$ cat src/rtl/flash_pwr_pkg.sv
package flash_pwr_pkg;

  typedef enum logic [1:0] {
    PWR_ACTIVE  = 2'd0,
    PWR_STANDBY = 2'd1,
    PWR_DEEP    = 2'd2
  } pwr_e;

  typedef enum logic [1:0] {
    M_READ  = 2'd0,
    M_SETUP = 2'd1,
    M_BUSY  = 2'd2
  } mode_e;

  // Deep power-down wins; an operation in flight keeps the part active.
  function automatic pwr_e pwr_decide(logic rp_n, logic ce_n, logic busy);
    if (!rp_n)             return PWR_DEEP;
    else if (!ce_n || busy) return PWR_ACTIVE;
    else                   return PWR_STANDBY;
  endfunction

  function automatic logic wr_level(logic rp_n, logic ce_n, logic we_n);
    return rp_n & ~ce_n & ~we_n;
  endfunction

endpackage

$ cat src/rtl/fpc_cmd.sv
module fpc_cmd
  import flash_pwr_pkg::*;
#(
  parameter int DW        = 8,
  parameter int OP_CYCLES = 20,
  parameter int ABORT_MIN = 6,
  parameter logic [DW-1:0] SETUP   = 8'h40,
  parameter logic [DW-1:0] CONFIRM = 8'hD0
) (
  input  logic          clk,
  input  logic          por_n,
  input  logic          rp_n,
  input  logic          ce_n,
  input  logic          we_n,
  input  logic [DW-1:0] din,
  output mode_e         mode,
  output logic          sts_abort,
  output logic          loc_invalid,
  output logic          wr_ev,
  output logic          abort_ev
);
  localparam int OPW = $clog2(OP_CYCLES + 1);
  localparam int ABW = $clog2(ABORT_MIN + 1);

  logic           wr_act, wr_act_q, rp_q, fall_ev;
  logic [OPW-1:0] op_cnt;
  logic [ABW-1:0] low_cnt;

  assign wr_act   = wr_level(rp_n, ce_n, we_n);
  assign wr_ev    = wr_act & ~wr_act_q;
  assign fall_ev  = rp_q & ~rp_n;
  assign abort_ev = (mode == M_BUSY) & ~rp_n & (low_cnt >= ABW'(ABORT_MIN - 1));

  always_ff @(posedge clk or negedge por_n) begin
    if (!por_n) begin
      mode        <= M_READ;
      wr_act_q    <= 1'b0;
      rp_q        <= 1'b0;
      low_cnt     <= '0;
      op_cnt      <= '0;
      sts_abort   <= 1'b0;
      loc_invalid <= 1'b0;
    end else begin
      wr_act_q <= wr_act;
      rp_q     <= rp_n;
      if (rp_n)                             low_cnt <= '0;
      else if (low_cnt != ABW'(ABORT_MIN))  low_cnt <= low_cnt + 1'b1;
      if (fall_ev) sts_abort <= 1'b0;
      case (mode)
        M_READ: if (wr_ev && din == SETUP) mode <= M_SETUP;
        M_SETUP: begin
          if (!rp_n) mode <= M_READ;
          else if (wr_ev) begin
            if (din == CONFIRM) begin
              mode   <= M_BUSY;
              op_cnt <= OPW'(OP_CYCLES);
            end else begin
              mode <= M_READ;
            end
          end
        end
        M_BUSY: begin
          if (abort_ev) begin
            mode        <= M_READ;
            sts_abort   <= 1'b1;
            loc_invalid <= 1'b1;
          end else if (op_cnt == OPW'(1)) begin
            mode        <= M_READ;
            loc_invalid <= 1'b0;
          end else begin
            op_cnt <= op_cnt - 1'b1;
          end
        end
        default: mode <= M_READ;
      endcase
    end
  end

  // first low sample of reset wipes the abort flag
  assert_status_clear_R4: assert property (@(posedge clk) disable iff (!por_n)
    fall_ev |=> !sts_abort);
  // a long enough reset pulse ends the operation with an error
  assert_abort_R5: assert property (@(posedge clk) disable iff (!por_n)
    abort_ev |=> (mode == M_READ) && sts_abort && loc_invalid);
  // reset with no operation running forces read-array
  assert_read_mode_R6: assert property (@(posedge clk) disable iff (!por_n)
    (!rp_n && mode != M_BUSY) |=> mode == M_READ);
  // without a write event the setup state is never reached from read-array
  assert_write_gate_R7: assert property (@(posedge clk) disable iff (!por_n)
    (mode == M_READ && !wr_ev) |=> mode != M_SETUP);
  // an operation can only start from the setup state
  assert_two_step_R8: assert property (@(posedge clk) disable iff (!por_n)
    (mode == M_READ) |=> mode != M_BUSY);
  // a wrong second byte cancels the sequence
  assert_cancel_R10: assert property (@(posedge clk) disable iff (!por_n)
    (mode == M_SETUP && wr_ev && din != CONFIRM) |=> mode == M_READ);
endmodule

$ cat src/rtl/fpc_recovery.sv
module fpc_recovery #(
  parameter int RCW = 6
) (
  input  logic           clk,
  input  logic           por_n,
  input  logic           rp_n,
  input  logic [RCW-1:0] rec_len,
  output logic           rec_done
);
  logic [RCW-1:0] cnt;

  assign rec_done = (cnt >= rec_len);

  always_ff @(posedge clk or negedge por_n) begin
    if (!por_n)              cnt <= '0;
    else if (!rp_n)          cnt <= '0;
    else if (cnt < rec_len)  cnt <= cnt + 1'b1;
  end

  // no valid reads on the cycle after any reset sample when recovery is needed
  assert_recovery_R9: assert property (@(posedge clk) disable iff (!por_n)
    (!rp_n && rec_len != '0) |=> !rec_done);
endmodule

$ cat src/rtl/fpc_power.sv
module fpc_power
  import flash_pwr_pkg::*;
(
  input  logic rp_n,
  input  logic ce_n,
  input  logic oe_n,
  input  logic busy,
  input  logic rec_done,
  output pwr_e pwr,
  output logic dq_oe,
  output logic rd_valid
);
  assign pwr      = pwr_decide(rp_n, ce_n, busy);
  assign dq_oe    = rp_n & ~ce_n & ~oe_n;
  assign rd_valid = dq_oe & rec_done;
endmodule

$ cat src/rtl/flash_pwr_ctrl.sv
module flash_pwr_ctrl
  import flash_pwr_pkg::*;
#(
  parameter int DW        = 8,
  parameter int RCW       = 6,
  parameter int OP_CYCLES = 20,
  parameter int ABORT_MIN = 6
) (
  input  logic           clk,
  input  logic           por_n,
  input  logic           rp_n,
  input  logic           ce_n,
  input  logic           oe_n,
  input  logic           we_n,
  input  logic [DW-1:0]  din,
  input  logic [RCW-1:0] rec_len,
  output logic           dq_oe,
  output logic           rd_valid,
  output logic [1:0]     pwr_state,
  output logic           read_array,
  output logic           sts_ready,
  output logic           sts_abort,
  output logic           loc_invalid
);
  mode_e mode;
  pwr_e  pwr;
  logic  busy, rec_done, wr_ev, abort_ev;

  fpc_cmd #(.DW(DW), .OP_CYCLES(OP_CYCLES), .ABORT_MIN(ABORT_MIN)) u_cmd (
    .clk(clk), .por_n(por_n), .rp_n(rp_n), .ce_n(ce_n), .we_n(we_n), .din(din),
    .mode(mode), .sts_abort(sts_abort), .loc_invalid(loc_invalid),
    .wr_ev(wr_ev), .abort_ev(abort_ev)
  );

  fpc_recovery #(.RCW(RCW)) u_rec (
    .clk(clk), .por_n(por_n), .rp_n(rp_n), .rec_len(rec_len), .rec_done(rec_done)
  );

  fpc_power u_pwr (
    .rp_n(rp_n), .ce_n(ce_n), .oe_n(oe_n), .busy(busy), .rec_done(rec_done),
    .pwr(pwr), .dq_oe(dq_oe), .rd_valid(rd_valid)
  );

  assign busy       = (mode == M_BUSY);
  assign sts_ready  = ~busy;
  assign read_array = (mode == M_READ);
  assign pwr_state  = pwr;

  // idle and deselected means standby with the bus released
  assert_standby_R1: assert property (@(posedge clk) disable iff (!por_n)
    (rp_n && ce_n && sts_ready) |-> (pwr_state == 2'd1) && !dq_oe);
  // an operation in flight keeps the part active
  assert_busy_active_R2: assert property (@(posedge clk) disable iff (!por_n)
    (!sts_ready && rp_n) |-> pwr_state == 2'd0);
  // reset low means deep power-down with nothing driven
  assert_deep_R3: assert property (@(posedge clk) disable iff (!por_n)
    !rp_n |-> (pwr_state == 2'd2) && !dq_oe && !rd_valid);
  // completion without abort clears the bad-location flag
  assert_complete_R11: assert property (@(posedge clk) disable iff (!por_n)
    (busy && !abort_ev) |=> (busy || !loc_invalid));
endmodule

$ cat config.mk
export PLATFORM = sky130hd
export DESIGN_NAME = flash_pwr_ctrl
export DESIGN_NICKNAME = d
export VERILOG_FILES = /design/src/rtl/flash_pwr_pkg.sv /design/src/rtl/fpc_cmd.sv /design/src/rtl/fpc_recovery.sv /design/src/rtl/fpc_power.sv /design/src/rtl/flash_pwr_ctrl.sv
export SDC_FILE = /design/constraint.sdc
export NUM_CORES = 1
export LEC_CHECK = 0
export BUFFER_PORTS_ARGS = -buffer_cell sky130_fd_sc_hd__buf_2
export CAP_MARGIN = 20
export CORE_UTILIZATION = 56
export DETAILED_ROUTE_END_ITERATION = 7
export PLACE_DENSITY = 0.83
export REMOVE_ABC_BUFFERS = 1
export SETUP_SLACK_MARGIN = 0.5
export SLEW_MARGIN = 10
export SYNTH_ARGS = -nofsm -noshare
export SYNTH_HDL_FRONTEND = slang
export SYNTH_SLANG_ARGS = --single-unit
$ cat constraint.sdc
create_clock -name clk -period 2.78 [get_ports clk]
set_input_delay 0.417 -clock clk [delete_from_list [all_inputs] [get_ports clk]]
set_output_delay 0.417 -clock clk [all_outputs]
set_load 0.02 [all_outputs]
# Yosys cells after proc, flatten, opt, wreduce, memory -nomap -nowiden
# Index checks and enable logic that the tools add are counted.
classes:
  add_sub_neg: 3
  n_mul: 0
  div_mod_pow: 0
  order_cmp: 3
  n_eq_ne: 15
  n_shift: 0
  n_mux: 24
  bitwise_logic: 14
  reduce_logical: 10
op_table:
  columns: ["operator", "count"]
  rows:
  - ["2-to-1 mux 5 bit", 5]
  - ["2-to-1 mux 2 bit", 7]
  - ["2-to-1 mux 6 bit", 2]
  - ["one-hot mux 5 bit (2 select lines)", 1]
  - ["AND 1 bit", 8]
  - ["equality test 8 x 7 -> 1 bit (second input constant)", 1]
  - ["equality test 8 bit (second input constant)", 1]
  - ["!= test 2 x 1 -> 1 bit (second input constant)", 4]
  - ["adder 6 x 1 -> 6 bit (second input constant)", 1]
  - ["greater-or-equal comparator 6 bit", 1]
  - ["less-than comparator 6 bit", 1]
  - ["2-to-1 mux 1 bit", 6]
  - ["2-to-1 mux 3 bit", 2]
  - ["!= test 2 bit (second input constant)", 3]
  - ["inverter 1 bit", 6]
  - ["one-hot mux 2 bit (3 select lines)", 1]
  - ["AND reduction 6 bit", 1]
  - ["nonzero test 2 bit", 3]
  - ["equality test 5 x 1 -> 1 bit (second input constant)", 1]
  - ["subtractor 5 x 1 -> 5 bit (second input constant)", 1]
  - ["adder 3 x 1 -> 3 bit (second input constant)", 1]
  - ["greater-or-equal comparator 3 bit (second input constant)", 1]
  - ["!= test 3 x 1 -> 1 bit (second input constant)", 1]
  - ["!= test 3 x 2 -> 1 bit (second input constant)", 1]
  - ["9 further kinds", 9]
totals:
  reg_bits: 20
  latch_bits: 0
  mem_bits_rw: 0
  romBits: 0
  inputBits: 20
  out_inout_bits: 8
  word_cells: 77
  mem_count: 0

# Logic depth before layout (Yosys ltp)
# Gate-level depths: netlist (run 1).
depth:
  word_depth: 7
  depth_mapped: 8
  ltp_nobuf: 7

# By module
# A second synthesis (run 1) with hierarchy kept.
hier_totals:
  cells_unflattened: 129
  hier_area_um2: 1288.7
modules_own_cells:
  columns: ["mod", "instances", "cells_per_inst", "area_per_inst_um2", "seq_area_each_um2"]
  rows:
  - ["fpc_cmd", 1, 71, 762.0, 350.3]
  - ["fpc_recovery", 1, 51, 476.7, 150.1]
  - ["fpc_power", 1, 4, 33.8, 0.0]
  - ["flash_pwr_ctrl", 1, 3, 16.3, 0.0]

# Worst setup path after synthesis (run 1)
# No wires, ideal clock.
synth_timing:
  kind: "input to output"
  startpoint: "input rec_len[5]"
  endpoint: "output rd_valid"
  arrival_time_ns: 1.496
  required_time_ns: 2.363
  path_slack_ns: 0.867
  stages: 6
  path_buffers: 1
  cell_sequence: "inv_1 > ha_1 > nand4_1 > o221ai_1 > buf_2 > o21a_1"
synth_via:
  elab_chain_cells: 2
synth_rtl:
  columns: ["element", "line_no", "source"]
  rows:
  - ["start: declaration", "flash_pwr_ctrl.sv:16", "input logic [RCW-1:0] rec_len,"]
  - ["greater-or-equal comparator 6 bit", "fpc_recovery.sv:12", "assign rec_done = (cnt >= rec_len);"]
  - ["AND 1 bit", "fpc_power.sv:15", "assign rd_valid = dq_oe & rec_done;"]
  - ["end: declaration", "flash_pwr_ctrl.sv:18", "output logic rd_valid,"]
# Every way passes these cells.

# Worst setup path in the final report (run 1)
layout_timing:
  startpoint: "register u_rec.cnt[3]"
  endpoint: "output rd_valid"
layout_via:
  elab_chain_cells: 2
layout_rtl:
  columns: ["element", "line_no", "source"]
  rows:
  - ["start: declaration", "fpc_recovery.sv:10", "logic [RCW-1:0] cnt;"]
  - ["start signal: assignment", "fpc_recovery.sv:17", "else if (cnt < rec_len) cnt <= cnt + 1'b1;"]
  - ["greater-or-equal comparator 6 bit", "fpc_recovery.sv:12", null]
  - ["AND 1 bit", "fpc_power.sv:15", null]
# Every way passes these cells.

==> results of run 1 <==
-- placed cells by master, fill, tap and decap left out, types with 4 or more instances in the layout --
master / instances
a21oi_1: 5
dfrtp_1: 18
nand2_1: 5
ha_1: 9
nor3_1: 4
nor2_1: 10
inv_1: 15
buf_4: 5
o21ai_0: 7
buf_2: 27
-- sequential cells by signal, summed over array words and instances, names as in the netlist --
name,cells
u_cmd.loc_invalid,1
u_cmd.low_cnt,3
u_cmd.mode,2
u_cmd.op_cnt,5
u_cmd.rp_q,1
u_cmd.sts_abort,1
u_cmd.wr_act_q,1
u_rec.cnt,6
-- kinds of logic after synthesis --
| family | count (synthesis) | synth area share [%] |
|---|---|---|
| flops | 20 | 41.7 |
| mux | 2 | 1.67 |
| simple gates | 40 | 21.5 |
| fa+ha+maj | 12 | 12.5 |
| xor+xnor | 3 | 2.19 |
| buf+inv | 19 | 6.67 |
| compound gates | 27 | 13.9 |
-- final cells by class --
cell class | instances | area (um^2) | area share (%)
clock buffers | 3 | 22.5 | 1.51
clock inverters | 1 | 30.0 | 2.02
inverters | 16 | 60.1 | 4.04
multi-input cells | 84 | 666 | 44.7
flip-flops and latches | 20 | 503 | 33.8
well taps | 27 | 33.8 | 2.27
repair buffers | 32 | 173 | 11.6
-- worst max-delay path, stage by stage (launching register included) --
cell      delay [ns]
dfrtp_2         0.46
ha_4            0.29
nand4_1         0.12
o221ai_1        0.22
buf_4           0.15
o21a_1          0.11
buf_2           0.15
-- metrics by stage --
stage | hold slack (ns) | instances | area [um^2]
6_report | 0.0337 | 183 | 1490
2_1_floorplan | 0.121 | 120 | 1180
4_1_cts | 0.0399 | 180 | 1420
5_1_grt | 0.0453 | 183 | 1490
3_3_place_gp | 0.377 | 175 | 1360
3_5_place_dp | 0.380 | 175 | 1360
-- path summary, 6_finish.rpt --
kind	to	cells past startpoint
setup / recovery	rd_valid	6
hold / removal	u_cmd.rp_q	1
setup reg to reg	u_rec.cnt[4]	7
hold reg to reg	u_cmd.mode[0]	1
max in group asynchronous	u_rec.cnt[3]	1
min in group clk	u_cmd.wr_act_q	2
-- power groups by stage --
stage,clock [W],combinational (W),sequential [W]
floorplan,0,0.0000498,0.000317
global placement,0,0.0000803,0.000320
detailed placement,0,0.0000857,0.000321
CTS,0.000239,0.0000874,0.000315
global route,0.000256,0.000119,0.000318
finish,0.000233,0.000104,0.000316
-- per-layer routing --
layer  global-route usage (%)  vias to the layer above  part of all wire [%]  wire, um
li1                         -                      499                     -         -
met1                     28.6                      498                    44      1060
met2                     38.3                       42                    50      1230
met3                     2.83                        5                   4.5       111
met4                     6.37                        0                   1.3        32
met5                        0                        -                     0         0
-- repair_timing --
item / CTS / global route
pin swaps: 0 / 1
resized for setup: 0 / 7
buffers inserted: 1 / 3
setup endpoints to repair: 1 / 1
hold buffers: 0 / 0
==> impl_metrics.toml, run 1 <==
[cells_and_area]
drive_above_1_share_pct = 32.1
nNetsFinal = 189
diodes = 0
fillers = 137
area_growth_pct = 23.9
post-route-util_pct = 75.1

[sta]
fin_skew_ns = 0.00761
period_needed_ns = 2.21
tightest_slew_ns = 0.424
setup_tns_ns = 0
slew_violations = 0
fmax_ghz = 0.452
slew_headroom_pct = 71.7
setup_viol = 0
finalHoldViolations = 0
timing.final.ws_setup_ns = 0.566
rsz0062_at_grt = "false"
finalCritPeriodShare_pct = 79.6

[cts]
htreeDepth = 1
cts_made_buffers = 3
clk_pin_slew_ns = 0.11
cts.sinks = 20
clock-root-buffer = "clkbuf_4"
clock_latency_ns = 0.30
cts.path.max_buffers = 2
cts_tree = "done"

[placement]
port_buffers = 27
preCtsSetupSlack_ns = 0.707
routabilityCongestion = 0.796
dp_hpwl_um = 1760

[worst_setup_path]
arrival_ns = 1.80
endpoint_kind = "output port"
crit_path_start = "u_rec.cnt[3]"
cp_max_fo = 5
r2r_start = "u_rec.cnt[3]"
critPathRequiredTime_ns = 2.36
reg2reg_slack_ns = 0.88
worstSetupPathType = "flip-flop to output port"
start_kind = "flip-flop"

[floorplanning]
dieArea_um2 = 2330
rows = 16
io_pins = 28
start_util_pct = 60.6
core_area_um2 = 1980
die_h_um = 48.3
die_x_um = 48.3

[pwr]
worst_ir_drop_vdd_mv = 0.471
power_leakage_nw = 0.719
combPwrFrac_pct = 16.0
seqPwrFrac_pct = 48.3
p_sw_w = 0.000155
pwr-share-clk_pct = 35.7
p_per_area_nw_per_um2 = 439
p_total_w = 0.000653
p_sw_share_pct = 23.7
internal_power_w = 0.000498

[grt]
antenna_found_initial = 0
grt_max_degree = 21
grtUsageTotal_pct = 21.9
gr-total-overflow = 0
grt_pass1_wl_um = 4090
grt_pass1_vias = 991

[synth]
synth_cell_types = 38
synth_edf_count = 0
synth_area_um2 = 1200
ys_ff_latch = 20
synth.top_cell.area_share_pct = 41.7
synth_commonest_cells = "dfrtp_1 (20), inv_1 (15), ha_1 (12)"
synth_top_area_cell = "dfrtp_1"
synth_cells = 123
synth_most_common_cell = "dfrtp_1"
yosys-top-cells-area = "dfrtp_1 (42%), ha_1 (13%), inv_1 (4.7%)"
async_flop_share_pct = 100
avgSynthCellArea_um2 = 9.77
yosysSeqAreaShare_pct = 41.7
synth_ff_type = "dfrtp_1"
yosys_warnings = 0

[worst_hold_path]
min_path_type = "primary input to asynchronous set/reset pin"

[route]
drt_wl_total_um = 2440
viasPerCell = 5.70
drtPass1Iterations = 4
postRouteAntennaNets = 0
wl_per_cell_um = 13.3
vias = 1044
drc = 0
drtIter0Drc = 25

[run]
drv_cap = 0

[run_status]
outcome = "complete, no violations"
(Power assumes the default switching activity.)
==> inputs of run 2 (changes only) <==
--- a/config.mk
+++ b/config.mk
@@ -7,9 +7,10 @@
 export LEC_CHECK = 0
 export BUFFER_PORTS_ARGS = -buffer_cell sky130_fd_sc_hd__buf_2
 export CAP_MARGIN = 20
-export CORE_UTILIZATION = 56
+export CORE_ASPECT_RATIO = 0.6
+export CORE_UTILIZATION = 52
 export DETAILED_ROUTE_END_ITERATION = 7
-export PLACE_DENSITY = 0.83
+export PLACE_DENSITY = 0.78
 export REMOVE_ABC_BUFFERS = 1
 export SETUP_SLACK_MARGIN = 0.5
 export SLEW_MARGIN = 10
==> constraint.sdc (replaced) <==
create_clock -name clk -period 2.1 [get_ports clk]
set_input_delay 0.315 -clock clk [delete_from_list [all_inputs] [get_ports clk]]
set_output_delay 0.315 -clock clk [all_outputs]
set_load 0.02 [all_outputs]
==> run 2 against run 1 <==
The flow now finishes with violations (negative hold slack). Worst hold slack lost 0.047 ns. Design area grew 9.1%. Die area grew 7.6%. Routed wire length grew 21%. Global-route usage grew 3.5 points. Utilization shrank 0.61 points. Setup slack lost 0.44 ns. Sequential cell count is the same. Critical path depth shrank 1. Critical endpoint unchanged. Clock power grew 27%. Sequential power grew 30%. Clock skew shrank 0.0050 ns.
==> impl_metrics.toml, run 2 (same netlist as run 1, synthesis figures left out) <==
[cts]
cts.sinks = 20
clock_latency_ns = 0.26
cts_made_buffers = 3
htreeDepth = 1
clock-root-buffer = "clkbuf_8"
cts.path.max_buffers = 2
clk_pin_slew_ns = 0.08
cts_tree = "done"

[sta]
rsz0062_at_grt = "true"
hold_ws_ns = -0.0130
setup_tns_ns = 0
tightest_slew_ns = 0.440
slew_violations = 0
period_needed_ns = 1.98
setup_viol = 0
fmax_ghz = 0.506
finalHoldViolations = 20
slew_headroom_pct = 70.6
finalCritPeriodShare_pct = 94.2
fin_skew_ns = 0.00263

[run_status]
violations = "negative hold slack"
outcome = "finished with violations"

[cells_and_area]
diodes = 0
area_growth_pct = 35.1
stdcell_count = 192
largest_reg_flops = 6
layout_commonest_cell = "buf_2"
drive_above_1_share_pct = 40.7
final_cell_area_um2 = 1620
nNetsFinal = 195
top_register = "u_rec.cnt"
fillers = 135
mostFrequentLayoutCells = "buf_2 (26), dfrtp_1 (20), inv_1 (13)"
top_regs = "u_rec.cnt: 6 flops, u_cmd.op_cnt: 5 flops, u_cmd.low_cnt: 3 flops"

[grt]
grt_max_degree = 21
antenna_found_initial = 0
grt_pass1_vias = 984
gr-total-overflow = 0
grt_pass1_wl_um = 4570
grtUsageTotal_pct = 25.5

[route]
drt_wl_total_um = 2960
vias = 1082
drc = 0
wl_per_cell_um = 15.4
postRouteAntennaNets = 0
drtIter0Drc = 48
drtPass1Iterations = 6
viasPerCell = 5.64

[worst_hold_path]
min_path_type = "primary input to asynchronous set/reset pin"

[floorplanning]
die_h_um = 39.2
die_x_um = 64.0
io_pins = 28
dieArea_um2 = 2510
start_util_pct = 55.1
core_area_um2 = 2180
rows = 13

[worst_setup_path]
reg2reg_slack_ns = 0.31
arrival_ns = 1.66
endpoint_kind = "output port"
reg2regPathDepth = 6
cp_max_fo = 2
critPathRequiredTime_ns = 1.78
start_kind = "flip-flop"
worstSetupPathType = "flip-flop to output port"

[placement]
routabilityCongestion = 0.726
dpl.cell_count = 179
postPlaceCellArea_um2 = 1370
dp_hpwl_um = 1880
port_buffers = 27

[pwr]
power_leakage_nw = 0.765
worst_ir_drop_vdd_mv = 0.322
p_per_area_nw_per_um2 = 538

[run]
drv_cap = 0
==> run 2: area by class of cell <==
cell class | instances | area [um^2] | share of cell area (%)
Clock buffer | 4 | 55.1 | 3.39
Timing Repair Buffer | 38 | 220 | 13.6
Multi-Input combinational cell | 84 | 749 | 46.2
Inverter | 16 | 60.1 | 3.70
Sequential cell | 20 | 500 | 30.8
Tap cell | 30 | 37.5 | 2.31
==> run 2: timing repair <==
| action | in CTS | in global routing |
|---|---|---|
| resized for setup | 18 | 6 |
| hold buffers | 0 | 0 |
| setup endpoints to repair | 14 | 12 |
| cloned | 0 | 0 |
| buffers inserted | 8 | 1 |
| pin swaps | 5 | 3 |
==> run 2: worst paths after layout <==
kind,startpoint,to
worst max-delay path,u_rec.cnt[3],rd_valid
worst min-delay path,por_n,u_cmd.op_cnt[3]
worst max register to register,u_rec.cnt[2],u_rec.cnt[4]
worst min register to register,u_cmd.loc_invalid,u_cmd.loc_invalid
max in group asynchronous,por_n,u_cmd.low_cnt[0]
min in group clk,we_n,u_cmd.wr_act_q
==> run 2: critical path, cell delays in order (launching register included) <==
cell and delay [ns]:
dfrtp_1 0.41, ha_4 0.30, nand4_1 0.18, o221ai_2 0.24, o21a_1 0.14, buf_4 0.13
==> run 2: per-stage QoR <==
stage	power, W	worst slack (ns)	utilization, %	hold WS (ns)
finish	0.000872	0.122	74.5	-0.0130
global route	0.000915	0.0461	74.5	0.0200
CTS	0.000864	0.233	72.7	0.00241
detailed placement	0.000539	0.215	62.8	0.282
global placement	0.000532	0.304	62.8	0.276
floorplan	0.000486	0.146	-	0.0194
==> run 2: routing by layer <==
layer / vias to the layer above / track usage [%] / part of all wire (%)
met4: 0 / 10.2 / 2.1
met2: 54 / 46.3 / 48
met1: 507 / 28.5 / 42
met5: - / 0 / 0
met3: 6 / 8.53 / 7.3
li1: 515 / - / -
==> run 2: power breakdown <==
part | switching [W] | internal [W] | total, W
registers | 0.0000120 | 0.000399 | 0.000411
clock network | 0.000130 | 0.000167 | 0.000297
logic | 0.0000894 | 0.0000751 | 0.000165
